--- src/rtl/nt_act_pkg.sv ---
package nt_act_pkg;

    localparam int CI_W = 4;

    typedef enum logic [3:0] {
        ST_DEACT,
        ST_AWAKE,
        ST_EQ_TRAIN,
        ST_LINE_SYNC,
        ST_FULL_ACT,
        ST_ST_ERR,
        ST_PEND_ST_DEACT,
        ST_PEND_U_DEACT,
        ST_PEND_RX_RST,
        ST_RX_RST
    } act_state_e;

    typedef enum logic [1:0] {
        TX_SN0 = 2'd0,
        TX_SN1 = 2'd1,
        TX_SN2 = 2'd2,
        TX_SN3 = 2'd3
    } tx_elem_e;

    localparam logic [1:0] LOOP_LB2 = 2'd2;

    typedef struct packed {
        act_state_e      state;
        tx_elem_e        tx;
        logic            act;
        logic [CI_W-1:0] ci;
        logic            tim;
    } fsm_regs_t;

endpackage

--- src/rtl/nt_ci_debounce.sv ---
module nt_ci_debounce #(
    parameter int          W         = 4,
    parameter logic [W-1:0] CODE_NONE = '1
) (
    input  logic         clk,
    input  logic         rst,
    input  logic         frame_stb,
    input  logic [W-1:0] code_in,
    output logic [W-1:0] code_acc
);
    typedef struct packed {
        logic [W-1:0] last;
        logic [W-1:0] acc;
    } deb_t;

    deb_t r_d, r_q;

    always_comb begin
        r_d = r_q;
        if (frame_stb) begin
            r_d.last = code_in;
            if (code_in == r_q.last) begin
                r_d.acc = code_in;
            end
        end
    end

    always_ff @(posedge clk) begin
        if (rst) begin
            r_q <= '{last: CODE_NONE, acc: CODE_NONE};
        end else begin
            r_q <= r_d;
        end
    end

    assign code_acc = r_q.acc;
endmodule

--- src/rtl/nt_zero_window.sv ---
module nt_zero_window #(
    parameter int WIN_MS = 8,
    localparam int CNT_W = $clog2(WIN_MS + 1)
) (
    input  logic clk,
    input  logic rst,
    input  logic enable,
    input  logic frame_stb,
    input  logic bd_zero,
    input  logic ms_tick,
    output logic win_ok
);
    localparam logic [CNT_W-1:0] WIN_C = CNT_W'(WIN_MS);

    logic [CNT_W-1:0] cnt_d, cnt_q;

    always_comb begin
        cnt_d = cnt_q;
        if (!enable) begin
            cnt_d = '0;
        end else if (frame_stb && !bd_zero) begin
            cnt_d = '0;
        end else if (ms_tick && (cnt_q < WIN_C)) begin
            cnt_d = cnt_q + 1'b1;
        end
    end

    always_ff @(posedge clk) begin
        if (rst) begin
            cnt_q <= '0;
        end else begin
            cnt_q <= cnt_d;
        end
    end

    assign win_ok = (cnt_q >= WIN_C);
endmodule

--- src/rtl/nt_act_fsm.sv ---
module nt_act_fsm
    import nt_act_pkg::*;
#(
    parameter logic [CI_W-1:0] CI_RX_PU  = 4'b0111,
    parameter logic [CI_W-1:0] CI_RX_DI  = 4'b1111,
    parameter logic [CI_W-1:0] CI_TX_DC  = 4'b1111,
    parameter logic [CI_W-1:0] CI_TX_PU  = 4'b0111,
    parameter logic [CI_W-1:0] CI_TX_RSY = 4'b0100,
    parameter logic [CI_W-1:0] CI_TX_AR  = 4'b1000,
    parameter logic [CI_W-1:0] CI_TX_ARL = 4'b1010,
    parameter logic [CI_W-1:0] CI_TX_AI  = 4'b1100,
    parameter logic [CI_W-1:0] CI_TX_DR  = 4'b0000
) (
    input  logic            clk,
    input  logic            rst,
    input  logic            frame_stb,
    input  logic            win_ok,
    input  logic            sl1_det,
    input  logic            lsu_det,
    input  logic            lof_u,
    input  logic            lof_st,
    input  logic            t1_exp,
    input  logic            uoa,
    input  logic            auto_act,
    input  logic [1:0]      loop_mode,
    input  logic [CI_W-1:0] ci_acc,
    output logic            in_train,
    output fsm_regs_t       regs
);
    fsm_regs_t  r_d, r_q;
    act_state_e nxt;
    logic       u_fail;
    logic       line_up;

    always_comb begin
        u_fail  = lof_u || t1_exp;
        line_up = (r_q.state inside {ST_EQ_TRAIN, ST_LINE_SYNC, ST_FULL_ACT,
                                     ST_ST_ERR, ST_PEND_ST_DEACT});
        nxt = r_q.state;
        if (line_up && u_fail) begin
            nxt = auto_act ? ST_RX_RST : ST_PEND_RX_RST;
        end else begin
            unique case (r_q.state)
                ST_DEACT:         if (ci_acc == CI_RX_PU) nxt = ST_AWAKE;
                ST_AWAKE: begin
                    if (ci_acc == CI_RX_DI) nxt = ST_DEACT;
                    else if (sl1_det)       nxt = ST_EQ_TRAIN;
                end
                ST_EQ_TRAIN:      if (win_ok) nxt = ST_LINE_SYNC;
                ST_LINE_SYNC:     if (uoa) nxt = ST_FULL_ACT;
                ST_FULL_ACT: begin
                    if (lof_st)    nxt = ST_ST_ERR;
                    else if (!uoa) nxt = ST_PEND_ST_DEACT;
                end
                ST_ST_ERR:        if (!lof_st) nxt = ST_LINE_SYNC;
                ST_PEND_ST_DEACT: if (ci_acc == CI_RX_DI) nxt = ST_PEND_U_DEACT;
                ST_PEND_U_DEACT:  if (lsu_det) nxt = ST_RX_RST;
                ST_PEND_RX_RST:   if (lsu_det) nxt = ST_RX_RST;
                ST_RX_RST:        if (ci_acc == CI_RX_DI) nxt = ST_DEACT;
                default:          nxt = ST_DEACT;
            endcase
        end

        r_d = r_q;
        if (frame_stb) begin
            r_d.state = nxt;
            r_d.tim   = (nxt != ST_DEACT);
            r_d.act   = 1'b0;
            unique case (nxt)
                ST_DEACT: begin
                    r_d.tx = TX_SN0; r_d.ci = CI_TX_DC;
                end
                ST_AWAKE: begin
                    r_d.tx = TX_SN0; r_d.ci = CI_TX_PU;
                end
                ST_EQ_TRAIN: begin
                    r_d.tx = TX_SN1; r_d.ci = CI_TX_RSY;
                end
                ST_LINE_SYNC: begin
                    r_d.tx = TX_SN3; r_d.ci = CI_TX_AR;
                end
                ST_FULL_ACT: begin
                    r_d.tx = TX_SN3; r_d.ci = CI_TX_AI; r_d.act = 1'b1;
                end
                ST_ST_ERR: begin
                    r_d.tx = TX_SN3;
                    r_d.ci = (loop_mode == LOOP_LB2) ? CI_TX_ARL : CI_TX_AR;
                end
                ST_PEND_ST_DEACT: begin
                    r_d.tx = TX_SN3; r_d.ci = CI_TX_DR; r_d.act = r_q.act;
                end
                ST_PEND_U_DEACT: begin
                    r_d.tx = TX_SN0; r_d.ci = CI_TX_DR;
                end
                ST_PEND_RX_RST: begin
                    r_d.tx = TX_SN0; r_d.ci = CI_TX_RSY;
                end
                ST_RX_RST: begin
                    r_d.tx = TX_SN0; r_d.ci = CI_TX_DC;
                end
                default: begin
                    r_d.tx = TX_SN0; r_d.ci = CI_TX_DC;
                end
            endcase
        end
    end

    always_ff @(posedge clk) begin
        if (rst) begin
            r_q <= '{state: ST_DEACT, tx: TX_SN0, act: 1'b0, ci: CI_TX_DC, tim: 1'b0};
        end else begin
            r_q <= r_d;
        end
    end

    assign regs     = r_q;
    assign in_train = (r_q.state == ST_EQ_TRAIN);
endmodule

--- src/rtl/nt_act_ctrl.sv ---
module nt_act_ctrl
    import nt_act_pkg::*;
#(
    parameter int              WIN_MS    = 8,
    parameter logic [CI_W-1:0] CI_NONE   = 4'b1110,
    parameter logic [CI_W-1:0] CI_RX_PU  = 4'b0111,
    parameter logic [CI_W-1:0] CI_RX_DI  = 4'b1111,
    parameter logic [CI_W-1:0] CI_TX_DC  = 4'b1111,
    parameter logic [CI_W-1:0] CI_TX_PU  = 4'b0111,
    parameter logic [CI_W-1:0] CI_TX_RSY = 4'b0100,
    parameter logic [CI_W-1:0] CI_TX_AR  = 4'b1000,
    parameter logic [CI_W-1:0] CI_TX_ARL = 4'b1010,
    parameter logic [CI_W-1:0] CI_TX_AI  = 4'b1100,
    parameter logic [CI_W-1:0] CI_TX_DR  = 4'b0000
) (
    input  logic       clk,
    input  logic       rst,
    input  logic       frame_stb,
    input  logic       ms_tick,
    input  logic       bd_zero,
    input  logic       sl1_det,
    input  logic       lsu_det,
    input  logic       lof_u,
    input  logic       lof_st,
    input  logic       t1_exp,
    input  logic       uoa,
    input  logic       auto_act,
    input  logic [1:0] loop_mode,
    input  logic [3:0] ci_rx,
    output logic [1:0] tx_elem,
    output logic       act_bit,
    output logic [3:0] ci_tx,
    output logic       tim_en
);
    logic [CI_W-1:0] ci_acc;
    logic            win_ok;
    logic            in_train;
    fsm_regs_t       regs;

    nt_ci_debounce #(.W(CI_W), .CODE_NONE(CI_NONE)) u_deb (
        .clk(clk), .rst(rst), .frame_stb(frame_stb),
        .code_in(ci_rx), .code_acc(ci_acc)
    );

    nt_zero_window #(.WIN_MS(WIN_MS)) u_zwin (
        .clk(clk), .rst(rst), .enable(in_train), .frame_stb(frame_stb),
        .bd_zero(bd_zero), .ms_tick(ms_tick), .win_ok(win_ok)
    );

    nt_act_fsm #(
        .CI_RX_PU(CI_RX_PU), .CI_RX_DI(CI_RX_DI), .CI_TX_DC(CI_TX_DC),
        .CI_TX_PU(CI_TX_PU), .CI_TX_RSY(CI_TX_RSY), .CI_TX_AR(CI_TX_AR),
        .CI_TX_ARL(CI_TX_ARL), .CI_TX_AI(CI_TX_AI), .CI_TX_DR(CI_TX_DR)
    ) u_fsm (
        .clk(clk), .rst(rst), .frame_stb(frame_stb), .win_ok(win_ok),
        .sl1_det(sl1_det), .lsu_det(lsu_det), .lof_u(lof_u), .lof_st(lof_st),
        .t1_exp(t1_exp), .uoa(uoa), .auto_act(auto_act), .loop_mode(loop_mode),
        .ci_acc(ci_acc), .in_train(in_train), .regs(regs)
    );

    assign tx_elem = regs.tx;
    assign act_bit = regs.act;
    assign ci_tx   = regs.ci;
    assign tim_en  = regs.tim;
endmodule

--- config.mk ---
export PLATFORM = sky130hd
export DESIGN_NAME = nt_act_ctrl
export DESIGN_NICKNAME = d
export VERILOG_FILES = /design/src/rtl/nt_act_pkg.sv /design/src/rtl/nt_ci_debounce.sv /design/src/rtl/nt_zero_window.sv /design/src/rtl/nt_act_fsm.sv /design/src/rtl/nt_act_ctrl.sv
export SDC_FILE = /design/constraint.sdc
export NUM_CORES = 1
export LEC_CHECK = 0
export CORE_UTILIZATION = 55
export DETAILED_ROUTE_END_ITERATION = 16
export DONT_BUFFER_PORTS = 1
export PLACE_DENSITY_LB_ADDON = 0.2
export SYNTH_ARGS = -nofsm -noshare
export SYNTH_HDL_FRONTEND = slang
export SYNTH_SLANG_ARGS = --single-unit
export TNS_END_PERCENT = 20
--- constraint.sdc ---
create_clock -name clk -period 2.21 [get_ports clk]
set_input_delay 0.1105 -clock clk [delete_from_list [all_inputs] [get_ports clk]]
set_output_delay 0.1105 -clock clk [all_outputs]
set_load 0.005 [all_outputs]
==> flow_summary.yaml <==
critical_path:
  rr_worst_depth: 7
  cp_max_fo: 14
  required_ns: 2.43
  worstPathArrival_ns: 2.16
  critical_path_class: "register to register"
  end_kind: "register"
  startpoint: "u_fsm.regs[9]$_SDFFE_PP0P_"
  reg2reg_from: "u_fsm.regs[9]$_SDFFE_PP0P_"
  worstSetupStartpointType: "register"
synth:
  synth_cells: 177
  synth_area_leaders: "dfxtp_1 (32%), nor2_1 (5.8%), buf_6 (4.5%)"
  synthAdderAreaFrac_pct: 1.67
  synth.top_cell.area_share_pct: 32.0
  synthTopCellsByCount: "dfxtp_1 (24), nor2_1 (23), inv_1 (10)"
  synth_top_family_by_area: "simple AND/OR/NAND/NOR gates"
  ys.flop_type: "dfxtp_1"
  syn_nets: 197
  avgSynthCellArea_um2: 8.48
  synth-edff-count: 0
  synthMuxAreaShare_pct: 2.67
  yosys.area_share.simple_pct: 24.7
  ys_seq_area_share_pct: 32.0
  yosysMostFrequentCell: "dfxtp_1"
  syn_area_um2: 1500
  yosysTopAreaCell: "dfxtp_1"
  async_reset_ff_share_pct: 0
  ys_ff_latch: 24
  ys_types: 49
  synth_compound_area_share_pct: 23.4
  synth_warnings: 0
  synthXorXnorAreaFrac_pct: 3.50
place:
  post-place-ws_ns: 0.131
  port_buffers: 0
  place_hpwl_um: 2100
  place_congestion: 0.908
  place_area_um2: 1440
detailed_routing:
  drt_iter0_drc: 26
  postRouteAntennaNets: 0
  wl_per_cell_um: 14.3
  drt-pass1-iter-count: 4
  drc: 0
  vias: 1220
  routed_wl_um: 2940
  vias_per_cell: 5.92
cells_and_area:
  area_delta_synth_final_pct: 3.59
  diodes: 0
  fin_area_um2: 1550
  drive_gt1_share_pct: 15.3
  nNetsFinal: 198
  finish.utilization_pct: 61.6
  regArea_um2: 484
  num-fill-cells: 228
  multi_input_area_um2: 841
timing:
  layout_setup_ws_ns: 0.271
  report.final.slew_viol_count: 0
  fin_skew_ns: 0.00711
  setup_tns_ns: 0
  worst_slew_pin_slew_ns: 0.723
  post-route-period-util_pct: 87.8
  hold_violations: 0
  max_slew_margin_pct: 51.6
  fmax_mhz: 516
  final-setup-viol-count: 0
  period_needed_ns: 1.94
  rsz0062_at_grt: "no"
power:
  p_leak_nw: 0.595
  cellPowerDensity_nw_per_um2: 493
  ir_drop_uv: 346
global_route:
  grt_usage_pct: 22.8
  globalRouteOverflowTotal: 0
  antenna_found_initial: 0
  grt_pass1_wl_um: 4860
  grt_max_degree: 20
  grt_pass1_vias: 1129
hold_path:
  holdPathStages: 2
  worstHoldStart: "frame_stb"
  hold_path.class: "primary input to register"
clocking:
  numCtsBuffers: 3
  numClockSinks: 24
  htreeDepth: 1
  clk_path_buf_depth: 2
  root_buffer: "clkbuf_4"
  cts_tree: "done"
  clk-insertion-delay-late_ns: 0.30
  cts.clk_slew.worst_paths_ns: 0.12
outcome:
  status: "finished clean"
floorplanning:
  ios: 26
  start_util_pct: 59.5
  rows: 18
  die_area_um2: 2940
  die_h_um: 54.2
  core_area_um2: 2520
  die-width_um: 54.2
run:
  cap_violations: 0
## placed cells by master (no fill, tap or decap), types with 3 or more instances in the layout
master / count
dfxtp_1: 21
clkbuf_4: 3
dlygate4sd3_1: 9
inv_1: 10
nor3_1: 6
nor2b_1: 7
nor2_1: 22
a21oi_1: 8
nand2_1: 5
o21ai_0: 6
mux2i_1: 4
nand3_1: 7
dfxtp_2: 3
buf_4: 5
nand4_1: 3
xnor2_1: 4
a211o_1: 7
## cell families after synthesis
logic type / Yosys count
xor+xnor: 6
simple gates: 69
fa+ha+maj: 2
mux: 4
flops: 24
buf+inv: 29
compound gates: 43
## per-stage QoR
stage	power (mW)	hold WS, ns	cells
detailed placement	0.574	0.188	194
finish	0.766	0.0125	206
floorplan	0.578	0.228	177
CTS	0.774	0.00159	206
global route	0.807	0.00324	206
global placement	0.571	0.185	194
## area by class of cell
class / instances / share of cell area [%]
inverter: 11 / 2.66
clock buffer: 3 / 1.45
timing repair buffer: 14 / 8.21
sequential: 24 / 31.2
tap: 30 / 2.42
multi-input combinational: 124 / 54.1
## state kept, by name (all words and copies together), names as in the netlist
name	count
u_deb.code_acc	4
u_deb.r_q	4
u_zwin.cnt_q	4
u_fsm.regs	12
## path summary, 6_finish.rpt
path | to | slack (ns)
max | u_fsm.regs[7]$_SDFFE_PP0P_ | 0.27
min | u_deb.r_q[7]$_SDFFE_PP1P_ | 0.01
max reg2reg | u_fsm.regs[7]$_SDFFE_PP0P_ | 0.27
min reg2reg | u_fsm.regs[1]$_SDFFE_PP1P_ | 0.47
## critical path: stages, from the launching register on
cell and delay, ns:
dfxtp_2 0.49, and2b_2 0.25, nand2_1 0.06, a31oi_1 0.12, o32ai_4 0.48, mux2i_1 0.23, a21oi_1 0.08, nor3_1 0.16
## timing repair
item,CTS,global route
hold endpoints to repair,20,0
hold buffers,9,0
buffers inserted,0,0
endpoints found under the setup margin,0,8
resized for setup,0,4
## metal layers
layer  share of wire, %  vias up  global-route usage [%]
met3                4.5        4                    3.61
met2                 47       23                    39.4
met4               0.82        0                    6.84
met5                  0        -                       0
li1                   -      613                       -
met1                 47      580                    28.8
## report_power, final
part	switching, mW	internal (mW)
Combinational	0.0599	0.0603
Sequential	0.0166	0.451
Clock	0.115	0.0634
Total	0.192	0.575
Note: power is estimated with default switching activity, not from simulation.
